### config.mk
export PLATFORM = sky130hd
export DESIGN_NAME = mcast_tile_copy
export DESIGN_NICKNAME = d
export VERILOG_FILES = /design/src/rtl/mcast_tile_copy.sv
export SDC_FILE = /design/constraint.sdc
export NUM_CORES = 1
export LEC_CHECK = 0
export BUFFER_PORTS_ARGS = -buffer_cell sky130_fd_sc_hd__buf_4
export CAP_MARGIN = 30
export CELL_PAD_IN_SITES_DETAIL_PLACEMENT = 1
export CELL_PAD_IN_SITES_GLOBAL_PLACEMENT = 1
export CORE_MARGIN = 1.5
export CORE_UTILIZATION = 32
export DETAILED_ROUTE_END_ITERATION = 6
export PLACE_DENSITY_LB_ADDON = 0.1
export SLEW_MARGIN = 30
export SYNTH_ARGS = -nofsm -noshare
export SYNTH_HDL_FRONTEND = slang
export SYNTH_SLANG_ARGS = --single-unit
### constraint.sdc
create_clock -name clk -period 2.2 [get_ports clk]
set_input_delay 0.11 -clock clk [delete_from_list [all_inputs] [get_ports clk]]
set_output_delay 0.11 -clock clk [all_outputs]
set_load 0.05 [all_outputs]
### src/rtl/mcast_tile_copy.sv
module mcast_tile_copy #(
  parameter int N_RANK = 4,
  parameter int AW     = 32,
  parameter int OW     = 16,
  parameter int BARW   = 16,
  parameter int LENW   = 16,
  parameter int BEAT   = 16
) (
  input  logic               clk,
  input  logic               rst_n,
  input  logic               req_valid,
  output logic               req_ready,
  input  logic [AW-1:0]      req_src,
  input  logic [LENW-1:0]    req_len,
  input  logic [OW-1:0]      req_dst,
  input  logic [BARW-1:0]    req_bar,
  input  logic [15:0]        req_mask,
  output logic               req_done,
  output logic               rd_req,
  output logic [AW-1:0]      rd_addr,
  input  logic               rd_gnt,
  input  logic               rd_rvalid,
  input  logic [BEAT*8-1:0]  rd_rdata,
  output logic [N_RANK-1:0]  wr_valid,
  input  logic [N_RANK-1:0]  wr_ready,
  output logic [OW-1:0]      wr_addr,
  output logic [BEAT*8-1:0]  wr_data,
  output logic [BEAT-1:0]    wr_strb,
  output logic [N_RANK-1:0]  cr_valid,
  output logic [BARW-1:0]    cr_bar,
  output logic [LENW-1:0]    cr_bytes
);
  localparam int DW = BEAT * 8;
  localparam logic [LENW-1:0] BEAT_L = LENW'(BEAT);

  typedef enum logic [2:0] {S_IDLE, S_RD, S_WT, S_PUSH, S_DONE} st_t;
  st_t st;

  logic [N_RANK-1:0] sel, pend;
  logic [AW-1:0]     src;
  logic [OW-1:0]     dst;
  logic [BARW-1:0]   bar;
  logic [LENW-1:0]   rem, off;
  logic [DW-1:0]     beat_q;

  wire [N_RANK-1:0] new_sel = req_mask[N_RANK-1:0];
  wire [N_RANK-1:0] left    = pend & ~wr_ready;
  wire              last    = rem <= BEAT_L;
  wire [LENW-1:0]   nbytes  = last ? rem : BEAT_L;

  assign req_ready = st == S_IDLE;
  assign req_done  = st == S_DONE;
  assign rd_req    = st == S_RD;
  assign rd_addr   = src + AW'(off);
  assign wr_addr   = dst + OW'(off);
  assign wr_data   = beat_q;
  assign wr_valid  = (st == S_PUSH) ? pend : '0;
  assign cr_valid  = (st == S_PUSH) ? (pend & wr_ready) : '0;
  assign cr_bar    = bar;
  assign cr_bytes  = nbytes;

  always_comb
    for (int i = 0; i < BEAT; i++)
      wr_strb[i] = LENW'(i) < nbytes;

  always_ff @(posedge clk or negedge rst_n) begin
    if (!rst_n) begin
      st     <= S_IDLE;
      sel    <= '0;
      pend   <= '0;
      src    <= '0;
      dst    <= '0;
      bar    <= '0;
      rem    <= '0;
      off    <= '0;
      beat_q <= '0;
    end else begin
      case (st)
        S_IDLE:
          if (req_valid) begin
            sel <= new_sel;
            src <= req_src;
            dst <= req_dst;
            bar <= req_bar;
            rem <= req_len;
            off <= '0;
            st  <= (new_sel == '0 || req_len == '0) ? S_DONE : S_RD;
          end
        S_RD:
          if (rd_gnt) st <= S_WT;
        S_WT:
          if (rd_rvalid) begin
            beat_q <= rd_rdata;
            pend   <= sel;
            st     <= S_PUSH;
          end
        S_PUSH: begin
          pend <= left;
          if (left == '0) begin
            if (last) st <= S_DONE;
            else begin
              rem <= rem - BEAT_L;
              off <= off + BEAT_L;
              st  <= S_RD;
            end
          end
        end
        default: st <= S_IDLE;
      endcase
    end
  end
endmodule

==> metrics.md <==
| Metric | Value |
|---|---|
| Status | `complete, but fails checks` |
| Violations in the final reports | `setup timing` |
| Overall routing resource usage | `26.1%` |
| Final clock skew | `0.0266 ns` |
| Layout cells sized above 1 | `50.2%` |
| Tightest Pin Transition | `0.604 ns` |
| GR Layer Usage met1 | `29.6%` |
| CP max FO | `8` |
| CP endpoint kind | `primary output` |
| Die area | `35000 um^2` |
| CTS Sinks | `231` |
| Final hold vios | `0` |
| Port Buffers | `445` |
| Initial antenna violation count | `8` |
| Hold_ws | `0.0958 ns` |
| Mapped Area | `10800 um^2` |
| Pre-CTS setup slack | `-0.471 ns` |
| CTS H-tree lvls | `1` |
| Arrival time worst endpoint | `2.95 ns` |
| Ys async rst share | `100%` |
| DP Area | `16000 um^2` |
| Met2 Track Usage GR | `47.5%` |
| CTS clock-pin slew for the worst setup and hold paths | `0.06 ns` |
| Synth Flop Type | `dfrtp_1` |
| Global-route met3 utilization | `5.55%` |
| Final WL | `46900 um` |
| Clock tree buffer depth | `3` |
| Crit share post-route | `139%` |
| VDD IR-drop max | `1.18 mV` |
| Yosys top cell by area | `dfrtp_1` |
| Register area share after synthesis | `53.3%` |
| Crit start category | `flop` |
| Synthesized instance count | `1010` |
| Flops & latches, synth | `231` |
| I/O pin total | `468` |
| Average size of a mapped cell | `10.7 um^2` |
| Design area | `20300 um^2` |
| Clock Latency Late Sink | `0.56 ns` |
| Area delta synth->final | `87.1%` |
| Iter 0 DRT Violations | `328` |
| First-pass GRT wire length | `71800 um` |
| Avg WL per Cell | `20.6 um` |
| # rows | `67` |
| Count of warnings emitted by yosys | `0` |
| Number of max-cap violations | `0` |
| Die height | `187 um` |
| GRT busiest layer | `met2` |
| Final min period | `3.06 ns` |
| Gp weighted congestion | `0.808` |
| CP Class | `reg2out` |
| Power per cell area | `1540 nW/um^2` |
| Root buf cell | `clkbuf_16` |
| First-pass DRT Iterations | `4` |
| Vias after detailed routing | `10900` |
| Number of synthesized flops with an enable pin | `0` |
| Num CTS Buffers | `28` |
| Core ar. | `33400 um^2` |
| Slew HR | `59.2%` |
| Unrepaired setup endpoints after global routing | `yes` |
| Share of the synthesized area in the top cell type | `53.3%` |
| Nets | `2055` |
| Yosys cell types | `67` |
| DR DRC count | `0` |
| Detailed placer's ending HPWL | `30300 um` |
| Largest net degree at the start of global routing | `61` |
| Die X | `187 um` |
| Final setup fails | `74` |
| Post-route setup slack | `-0.862 ns` |
| Worst EP required | `2.09 ns` |
| Vias in the first global route | `12400` |
| Type of the worst min-delay path | `in2async` |
| Max Clk Rate | `327 MHz` |
| Pleak | `9.73 nW` |
| Total gr overflow | `0` |
| CTS tree | `built` |
| Starting Density | `32.4%` |
| Fin. max-slew vios | `0` |
| Largest cells by area after synthesis | `dfrtp_1, mux2_2, nand2_1` |
| Final ANT Viol Nets | `0` |
| Via/cell ratio | `4.78` |
==> area by class of cell <==
class                           count  area (um^2)
Tap cell                          448          561
Sequential cell                   231         5790
Clock inverter                      5         41.3
Antenna cell                        8         20.0
Timing Repair Buffer              806         7110
Clock buffer                       46          898
Multi-Input combinational cell    716         5810
Inverter                           12         55.1
Fill cell                        3441        13200
==> logic make-up after synthesis <==
group	share of synthesized area, %
compound gates	8.00
flops	53.3
simple gates	16.0
xor+xnor	2.91
fa+ha+maj	3.12
buf+inv	3.36
other cells	0.0346
mux	13.3
==> Yosys cell counts (2+ instances only) <==
cell type  instances
buf_2             21
buf_6              2
or4_1              8
clkbuf_1          22
nand4_1            8
a221o_1            2
nor3_1            10
mux2_2           128
a22o_1             5
a21o_1             9
inv_1             12
o31ai_1            9
nand2b_1           6
a311oi_1           2
nor3b_1            2
nor2_1            31
xor2_1             8
buf_4             13
nand3_1           18
o21a_1             7
o32ai_1            2
a22oi_1            2
o21ai_0           30
nor3_2             2
and3_1            12
nand2_1          252
o211ai_1           2
a211oi_1           2
nor4_1             5
o311ai_1           2
or2_2              5
a21oi_1           32
o221a_2            2
or3_1              7
a32oi_1            2
ha_1              27
dfrtp_1          231
buf_1              3
o41a_1             2
xnor2_1           28
and2_1             8
and4_1             4
==> worst paths after layout <==
kind / startpoint / to / slack [ns] / cells after the start
setup / recovery: off[5] / rd_addr[26] / -0.86 / 9
hold / removal: rst_n / wr_data[54] / 0.1 / 2
setup reg to reg: rem[7] / off[13] / -0.11 / 12
hold reg to reg: cr_bar[8] / cr_bar[8] / 0.48 / 2
max in group asynchronous: rst_n / wr_data[86] / 1.29 / 3
min in group clk: req_valid / rem[10] / 0.13 / 4
==> sequential cells by signal, summed over array words and instances (netlist names) <==
register	flops
off	12
src	32
dst	16
cr_bar	16
wr_data	128
sel	4
pend	4
st	3
rem	16
==> where the power goes <==
group	total [mW]	switching [mW]	internal [mW]
combinational	18.7	11.8	6.95
clock	4.71	1.94	2.77
sequential	7.87	1.61	6.26
total	31.3	15.3	16.0
==> critical path, cell delays in order (launching register included) <==
cell      delay [ns]
dfrtp_1         0.41
ha_1            0.30
a21o_1          0.22
a221oi_4        0.31
o22ai_2         0.14
o41a_1          0.43
buf_12          0.18
nand3_2         0.12
xnor2_4         0.13
buf_6           0.18
==> per-layer routing <==
metal / vias up / wire length [um]
met4: 2 / 2060
li1: 5041 / -
met1: 5368 / 17800
met5: - / 16
met2: 338 / 24500
met3: 109 / 2400
==> per-stage QoR <==
step | instances | total power, mW | setup TNS, ns | utilization, %
2_1_floorplan | 1020 | 18.9 | -3.93 | -
3_3_place_gp | 1953 | 24.4 | -6.75 | 47.8
3_5_place_dp | 1953 | 24.7 | -7.49 | 47.8
4_1_cts | 2242 | 30.5 | -27.75 | 59.2
5_1_grt | 2271 | 32.7 | -35.23 | 60.7
6_report | 2272 | 31.3 | -28.45 | 60.7
==> placed cells by master, fill, tap and decap left out, types with 15 or more instances in the layout <==
master         instances
o21ai_0               20
nor2_1                22
clkbuf_16             30
dfrtp_1              223
ha_1                  20
buf_4                503
buf_12                17
nand2_1              239
xnor2_4               16
dlygate4sd3_1        219
a21oi_2               17
mux2_2               128
a21oi_1               15
buf_6                 59
==> what timing repair did <==
item / CTS / global route
hold buffers: 219 / 0
setup buffers: 19 / 24
setup endpoints to repair: 55 / 73
pin swaps: 30 / 28
gates resized for setup: 134 / 72
gates cloned: 0 / 2
hold endpoints to repair: 403 / 0
Note: power is estimated with default switching activity, not from simulation.
